[src/rtl/banked_gpio.sv]
module banked_gpio #(
  parameter int                  NUM_PINS   = 176,
  parameter logic [NUM_PINS-1:0] DIR_INVERT = '0,
  parameter int                  ADDR_W     = 9
) (
  input  logic                clk,
  input  logic                rst_n,
  input  logic [ADDR_W-1:0]   bus_addr,
  input  logic                bus_wr,
  input  logic [31:0]         bus_wdata,
  output logic [31:0]         bus_rdata,
  input  logic [NUM_PINS-1:0] pin_in,
  output logic [NUM_PINS-1:0] pin_out,
  output logic [NUM_PINS-1:0] pin_oe,
  output logic                irq
);

  localparam int NB = (NUM_PINS + 31) / 32;
  localparam int W  = NB * 32;

  localparam int OFF_LVL = 'h00;
  localparam int OFF_DIR = 'h0C;
  localparam int OFF_SET = 'h18;
  localparam int OFF_CLR = 'h24;
  localparam int OFF_REN = 'h30;
  localparam int OFF_FEN = 'h3C;
  localparam int OFF_STS = 'h48;
  localparam int OFF_MSK = 'h9C;

  function automatic logic [W-1:0] f_impl();
    logic [W-1:0] m;
    for (int i = 0; i < W; i++) m[i] = (i < NUM_PINS);
    return m;
  endfunction

  function automatic logic [W-1:0] f_inv();
    logic [W-1:0] m;
    m = '0;
    for (int i = 0; i < NUM_PINS; i++) m[i] = DIR_INVERT[i];
    return m;
  endfunction

  localparam logic [W-1:0] IMPL = f_impl();
  localparam logic [W-1:0] INVW = f_inv();

  logic [W-1:0] pin_w;
  logic [W-1:0] meta_q, sync_q, prev_q;
  logic [W-1:0] out_w, oe_w;
  logic [31:0]  rd_v [NB];
  logic [NB-1:0] irq_v;

  assign pin_w = W'(pin_in);

  always_ff @(posedge clk or negedge rst_n) begin
    if (!rst_n) begin
      meta_q <= '0;
      sync_q <= '0;
      prev_q <= '0;
    end else begin
      meta_q <= pin_w & IMPL;
      sync_q <= meta_q;
      prev_q <= sync_q;
    end
  end

  for (genvar b = 0; b < NB; b++) begin : g_bank
    localparam int          BASE  = (b < 3) ? b * 4 : 'h100 + (b - 3) * 4;
    localparam logic [31:0] VMASK = IMPL[b*32 +: 32];
    localparam logic [31:0] VINV  = INVW[b*32 +: 32];

    logic [31:0] dir_q, out_q, ren_q, fen_q, sts_q, msk_q;
    logic [31:0] lvl, prv, edges;
    logic hit_lvl, hit_dir, hit_set, hit_clr, hit_ren, hit_fen, hit_sts, hit_msk;

    assign hit_lvl = bus_addr == ADDR_W'(BASE + OFF_LVL);
    assign hit_dir = bus_addr == ADDR_W'(BASE + OFF_DIR);
    assign hit_set = bus_addr == ADDR_W'(BASE + OFF_SET);
    assign hit_clr = bus_addr == ADDR_W'(BASE + OFF_CLR);
    assign hit_ren = bus_addr == ADDR_W'(BASE + OFF_REN);
    assign hit_fen = bus_addr == ADDR_W'(BASE + OFF_FEN);
    assign hit_sts = bus_addr == ADDR_W'(BASE + OFF_STS);
    assign hit_msk = bus_addr == ADDR_W'(BASE + OFF_MSK);

    assign lvl   = sync_q[b*32 +: 32];
    assign prv   = prev_q[b*32 +: 32];
    assign edges = (lvl & ~prv & ren_q) | (~lvl & prv & fen_q);

    always_ff @(posedge clk or negedge rst_n) begin
      if (!rst_n) begin
        dir_q <= VINV;
        out_q <= '0;
        ren_q <= '0;
        fen_q <= '0;
        sts_q <= '0;
        msk_q <= '0;
      end else begin
        if (bus_wr && hit_dir) dir_q <= bus_wdata & VMASK;
        if (bus_wr && hit_set) out_q <= out_q | (bus_wdata & VMASK);
        if (bus_wr && hit_clr) out_q <= out_q & ~bus_wdata;
        if (bus_wr && hit_ren) ren_q <= bus_wdata & VMASK;
        if (bus_wr && hit_fen) fen_q <= bus_wdata & VMASK;
        if (bus_wr && hit_msk) msk_q <= bus_wdata & VMASK;
        sts_q <= ((bus_wr && hit_sts) ? (sts_q & ~bus_wdata) : sts_q) | edges;
      end
    end

    always_comb begin
      rd_v[b] = '0;
      if (hit_lvl) rd_v[b] = lvl;
      if (hit_dir) rd_v[b] = dir_q;
      if (hit_ren) rd_v[b] = ren_q;
      if (hit_fen) rd_v[b] = fen_q;
      if (hit_sts) rd_v[b] = sts_q;
      if (hit_msk) rd_v[b] = msk_q;
    end

    assign out_w[b*32 +: 32] = out_q;
    assign oe_w[b*32 +: 32]  = (dir_q ^ VINV) & VMASK;
    assign irq_v[b]          = |(sts_q & msk_q);
  end

  always_comb begin
    bus_rdata = '0;
    for (int b = 0; b < NB; b++) bus_rdata = bus_rdata | rd_v[b];
  end

  assign pin_out = out_w[NUM_PINS-1:0];
  assign pin_oe  = oe_w[NUM_PINS-1:0];
  assign irq     = |irq_v;

endmodule

[config.mk]
export PLATFORM = sky130hd
export DESIGN_NAME = banked_gpio
export DESIGN_NICKNAME = d
export VERILOG_FILES = /design/src/rtl/banked_gpio.sv
export SDC_FILE = /design/constraint.sdc
export NUM_CORES = 2
export LEC_CHECK = 0
export CAP_MARGIN = 20
export CORE_MARGIN = 1.5
export CORE_UTILIZATION = 55
export DETAILED_ROUTE_END_ITERATION = 12
export DONT_BUFFER_PORTS = 1
export PLACE_DENSITY = 0.73
export SETUP_SLACK_MARGIN = 0.15
export SYNTH_ARGS = -nofsm -noshare
export SYNTH_HDL_FRONTEND = slang
export SYNTH_SLANG_ARGS = --single-unit
[constraint.sdc]
create_clock -name clk -period 5.5 [get_ports clk]
set_input_delay 1.1 -clock clk [delete_from_list [all_inputs] [get_ports clk]]
set_output_delay 1.1 -clock clk [all_outputs]
set_load 0.1 [all_outputs]
# Yosys cells after proc, flatten, opt, wreduce, memory -nomap -nowiden
# Cells that the tools add are included.
# totals
mem_count	0
word_cells	268
out_inout_bits	385
inputBits	220
ramBits	0
reg_bits	1616
latchBits	0
romBits	0
# classes
bitwise_logic	78
order_cmp	0
n_reduce_logical	50
n_mul	0
n_mux	54
eq_ne	47
div	0
n_addsub	0
shifts	0
# op_table
op	n
$mux 32	50
$and 32x32->32	37
$or 32x32->32	22
$not 32->32	11
$eq 9x9->1 const B	24
$reduce_or 192->1	1
$and 32x16->32	4
$eq 9x6->1 const B	8
$mux 16	4
$not 16->32	2
$eq 9x7->1 const B	5
$logic_and 1x1->1	42
$eq 9x5->1 const B	4
$and 16x32->32	1
$or 32x16->32	1
$eq 9x8->1 const B	3
$eq 9x4->1 const B	2
$reduce_bool 2->1	6
$eq 9x3->1 const B	1
$logic_not 9->1	1

# Depth between registers and ports, before layout
# logic_depth
depth_word	12
ltp_mapped	12
ltp_nobuf	6

# Worst setup path before layout
# Ideal clock, no wire load.
# synth_path
path_type	in2out
from	in bus_addr[8]
to	out bus_rdata[24]
n_path_buf	4
required_time_ps	4400
arrival_time_ps	3783
path_slack_ps	617
cell_stages	9
cell_sequence	buf_2 -> buf_2 -> buf_2 -> buf_2 -> mux2i_1 -> a2bb2oi_1 -> nand4_1 -> a2111oi_0 -> nand4_1
# synth_via
elab_chain_len	12
elab_cells_between_ends	69
classes_between	31 x eq/ne; 32 x mux; 5 x bitwise; 1 x reduce/logical
# synth_lines
item	line	rtl
start: declaration	8	input logic [ADDR_W-1:0] bus_addr,
$eq 9x3->1 / $logic_not 9->1 (equally long branches)	75	assign hit_lvl = bus_addr == ADDR_W'(BASE + OFF_LVL);
$mux 32	109	if (hit_lvl) rd_v[b] = lvl;
$mux 32	110	if (hit_dir) rd_v[b] = dir_q;
$mux 32	111	if (hit_ren) rd_v[b] = ren_q;
$mux 32	112	if (hit_fen) rd_v[b] = fen_q;
$mux 32	113	if (hit_sts) rd_v[b] = sts_q;
$mux 32	114	if (hit_msk) rd_v[b] = msk_q;
$or 32x32->32 (4 in series)	124	for (int b = 0; b < NB; b++) bus_rdata = bus_rdata | rd_v[b];
$or 32x32->32 (*)	124	
end: declaration	11	output logic [31:0] bus_rdata,
# Mark *: on every way between the ends. The rest lies on a longest branch, timed or not.

# Worst setup path after layout
# layout_path
from	in bus_addr[7]
to	out bus_rdata[15]
# The elaborated chain is that of the path after synthesis.

==> metrics.yaml <==
synth:
  postSynth.topFlopCell: "sky130_fd_sc_hd__dfrtp_1"
  synthesis.yosys.warnings: 0
  sequential_fraction_of_the_synthesis_area_pct: 61.60
  ys_async_rst_share_pct: 100.0
  yosys.cell_types.count: 71
  netlist_area_um2: 65000
  synth_cells: 5240
  synth-edff-count: 0
  syn-mean-instance-area_um2: 12.40
  synth.ff_latch_count: 1600
  synthesis.nets: 5460
worst_setup_path:
  startpoint_type: "input port"
  worstPathMaxFanout: 25
  worst-setup-path-type: "in2out"
  arrival_ps: 4400
  end_kind: "output pin"
  cp_data_required_time_ps: 4400
clock_network:
  tritoncts_num_sinks: 1600
  clock_path_buffers: 3
  cts_made_buffers: 162
  htreeDepth: 4
  tritoncts: "yes"
  clkTransAtPathRegs_ps: 70
  root_buffer_selected_by_cts: "sky130_fd_sc_hd__clkbuf_16"
  postCtsSetupRepairBufs: 0
  insertion_delay_ps: 820
timing:
  grt_setup_unrepaired: "true"
  timing.slew.headroom_pct: -1.022
  fmax_ghz: 0.1817
  timing.final.max_slew_violations: 1
  final.min_clock_period_ps: 5504
  final_number_of_setup_violating_endpoints: 1
  timing.final.ws_setup_ps: -3.545
  final.setup_skew_ps: 29.59
  min_period_over_period_pct: 100.1
  tightest_slew_ps: 1515
  final_hold_violations: 0
place:
  gp_congestion: 1.104
  preCtsSetupSlack_ps: 79.03
  hpwlAfterDp_um: 211200
  numPortBuffers: 0
  detailed_place.area_um2: 68690
floorplanning:
  design.portCount: 605
  die-height_um: 346.8
  coreArea_um2: 116700
  die_width_um: 346.8
  start_util_pct: 55.71
  die_area_um2: 120200
  num_rows: 125
final_layout:
  design.final.nets: 5518
  area_growth_pct: 14.90
  n_fill_cell: 8678
  final_common_cell: "sky130_fd_sc_hd__dfrtp_1"
  final_area_um2: 74680
  drive_above_1_share_pct: 25.60
  final_cell_mix: "sky130_fd_sc_hd__dfrtp_1, sky130_fd_sc_hd__mux2_2, sky130_fd_sc_hd__nand2_1"
route:
  route.detailed.drc: 0
  via_per_inst: 7.390
  wire_per_inst_um: 42.79
  initialDrtViolationCount: 7709
  detailedRoute.firstPassIterationCount: 7
  dr_total_vias: 51670
  route.antenna.remaining_nets: 0
  wl_um: 299200
status:
  failing_checks: "max-slew violations, negative setup slack"
  outcome: "finished with violations"
pwr:
  switching_share_pct: 27.42
  clock_network_fraction_of_design_power_pct: 43.8
  power-per-cell-area_nw_per_um2: 368.1
  power.internal_mw: 19.96
  switching_power_mw: 7.538
  relative_contribution_of_sequential_cells_to_total_power_pct: 52.0
  maximum_vdd_drop_mv: 0.4089
  comb_power_share_pct: 4.3
  total_power_mw: 27.49
  static-leakage-power_nw: 34.13
global_routing:
  global_route.usage.total_pct: 49.43
  pin_count_of_the_biggest_net_entering_global_routing: 213
  gr-total-overflow: 0
  grt_pass1_wl_um: 409200
  first_global_vias: 49480
  number_of_antenna_violations_at_the_first_check_in_global_routing: 47
job:
  cap_viol_max_count: 0
worst_hold_path:
  class_of_the_tightest_hold_or_removal_check: "in2async"
==> worst max-delay path: stages <==
cell                       delay (ps)
sky130_fd_sc_hd__and4bb_2         740
sky130_fd_sc_hd__nand3_2          220
sky130_fd_sc_hd__buf_4            310
sky130_fd_sc_hd__o221ai_1         220
sky130_fd_sc_hd__buf_4            190
sky130_fd_sc_hd__o22ai_1          130
sky130_fd_sc_hd__nor4bb_2         820
sky130_fd_sc_hd__buf_4            240
sky130_fd_sc_hd__nand3_1          110
sky130_fd_sc_hd__buf_4            290
==> per-layer routing <==
| layer | global-route usage [%] | wire [um] | up-vias |
|---|---|---|---|
| met2 | 70.61 | 127400 | 4334 |
| met1 | 62.61 | 107800 | 26510 |
| met4 | 35.28 | 26250 | 30 |
| met5 | 0 | 195 | - |
| li1 | - | - | 19650 |
| met3 | 17.50 | 37560 | 1151 |
==> cell usage after synthesis (all sizes together) (43+ instances only) <==
library cell | n | area, um2
a21o | 110 | 825.8
a21oi | 360 | 1802
a221oi | 114 | 998.5
a22o | 59 | 516.8
a22oi | 218 | 1637
a31oi | 118 | 738.2
buf | 180 | 935.9
clkbuf | 235 | 882.1
dfrtp | 1600 | 40040
mux2 | 708 | 7973
nand2 | 596 | 2237
nand3 | 43 | 247.7
nand3b | 71 | 533.0
nand4 | 45 | 281.5
nor2 | 104 | 417.9
nor3 | 66 | 435.4
o211ai | 94 | 705.7
o21ai | 102 | 510.5
o221ai | 44 | 385.4
o22ai | 145 | 907.1
==> power groups by stage <==
stage | clock network [mW] | logic (mW) | registers [mW]
6_report | 12.0 | 1.18 | 14.3
5_1_grt | 12.5 | 1.27 | 14.2
4_1_cts | 12.0 | 1.17 | 14.2
3_5_place_dp | 0 | 1.14 | 14.4
3_3_place_gp | 0 | 1.10 | 14.4
2_1_floorplan | 0 | 0.742 | 13.7
==> area by class of cell <==
cell class	count	area, um2	area share (%)
sequential	1600	40040	53.61
inverter	2	7.507	0.01005
multi-input combinational	3223	23470	31.43
timing repair buffer	309	3323	4.450
clock buffer	213	4608	6.170
clock inverter	86	1236	1.655
tap	1524	1907	2.553
antenna	35	87.58	0.1173
==> cell families after synthesis <==
family          count (synthesis)  synth area share [%]
mux                           735                 12.68
buf+inv                       417                 2.809
flops                        1600                 61.60
simple gates                 1007                 7.421
compound gates               1481                 15.49
==> through the flow <==
stage	instances	hold slack, ps	util [%]	TNS [ps]
2_1_floorplan	5240	331.2	-	0
3_3_place_gp	6654	332.3	58.82	-597.8
3_5_place_dp	6657	334.7	58.87	0
4_1_cts	6957	198.8	63.91	0
5_1_grt	6971	218.2	63.96	0
6_report	6992	199.8	64.01	-3.545
==> repair_timing <==
action,in CTS,in global routing
gates cloned,0,0
hold buffers,1,0
pin swaps,0,1
endpoints found under the hold margin,98,0
setup endpoints to repair,3,8
resized for setup,3,6
==> worst paths after layout <==
path | slack (ps) | depth (start not counted) | start | endpoint
min in group clk | 300 | 0 | pin_in[42] | meta_q[42]$_DFF_PN0_
max reg2reg | 3990 | 1 | g_bank[3].dir_q[0]$_DFFE_PN0P_ | g_bank[3].dir_q[0]$_DFFE_PN0P_
min reg2reg | 340 | 0 | meta_q[12]$_DFF_PN0_ | sync_q[12]$_DFF_PN0_
max in group asynchronous | 1530 | 5 | rst_n | g_bank[3].sts_q[16]$_DFF_PN0_
max | -4 | 10 | bus_addr[7] | bus_rdata[15]
min | 200 | 1 | rst_n | meta_q[111]$_DFF_PN0_
(Power assumes the default switching activity.)
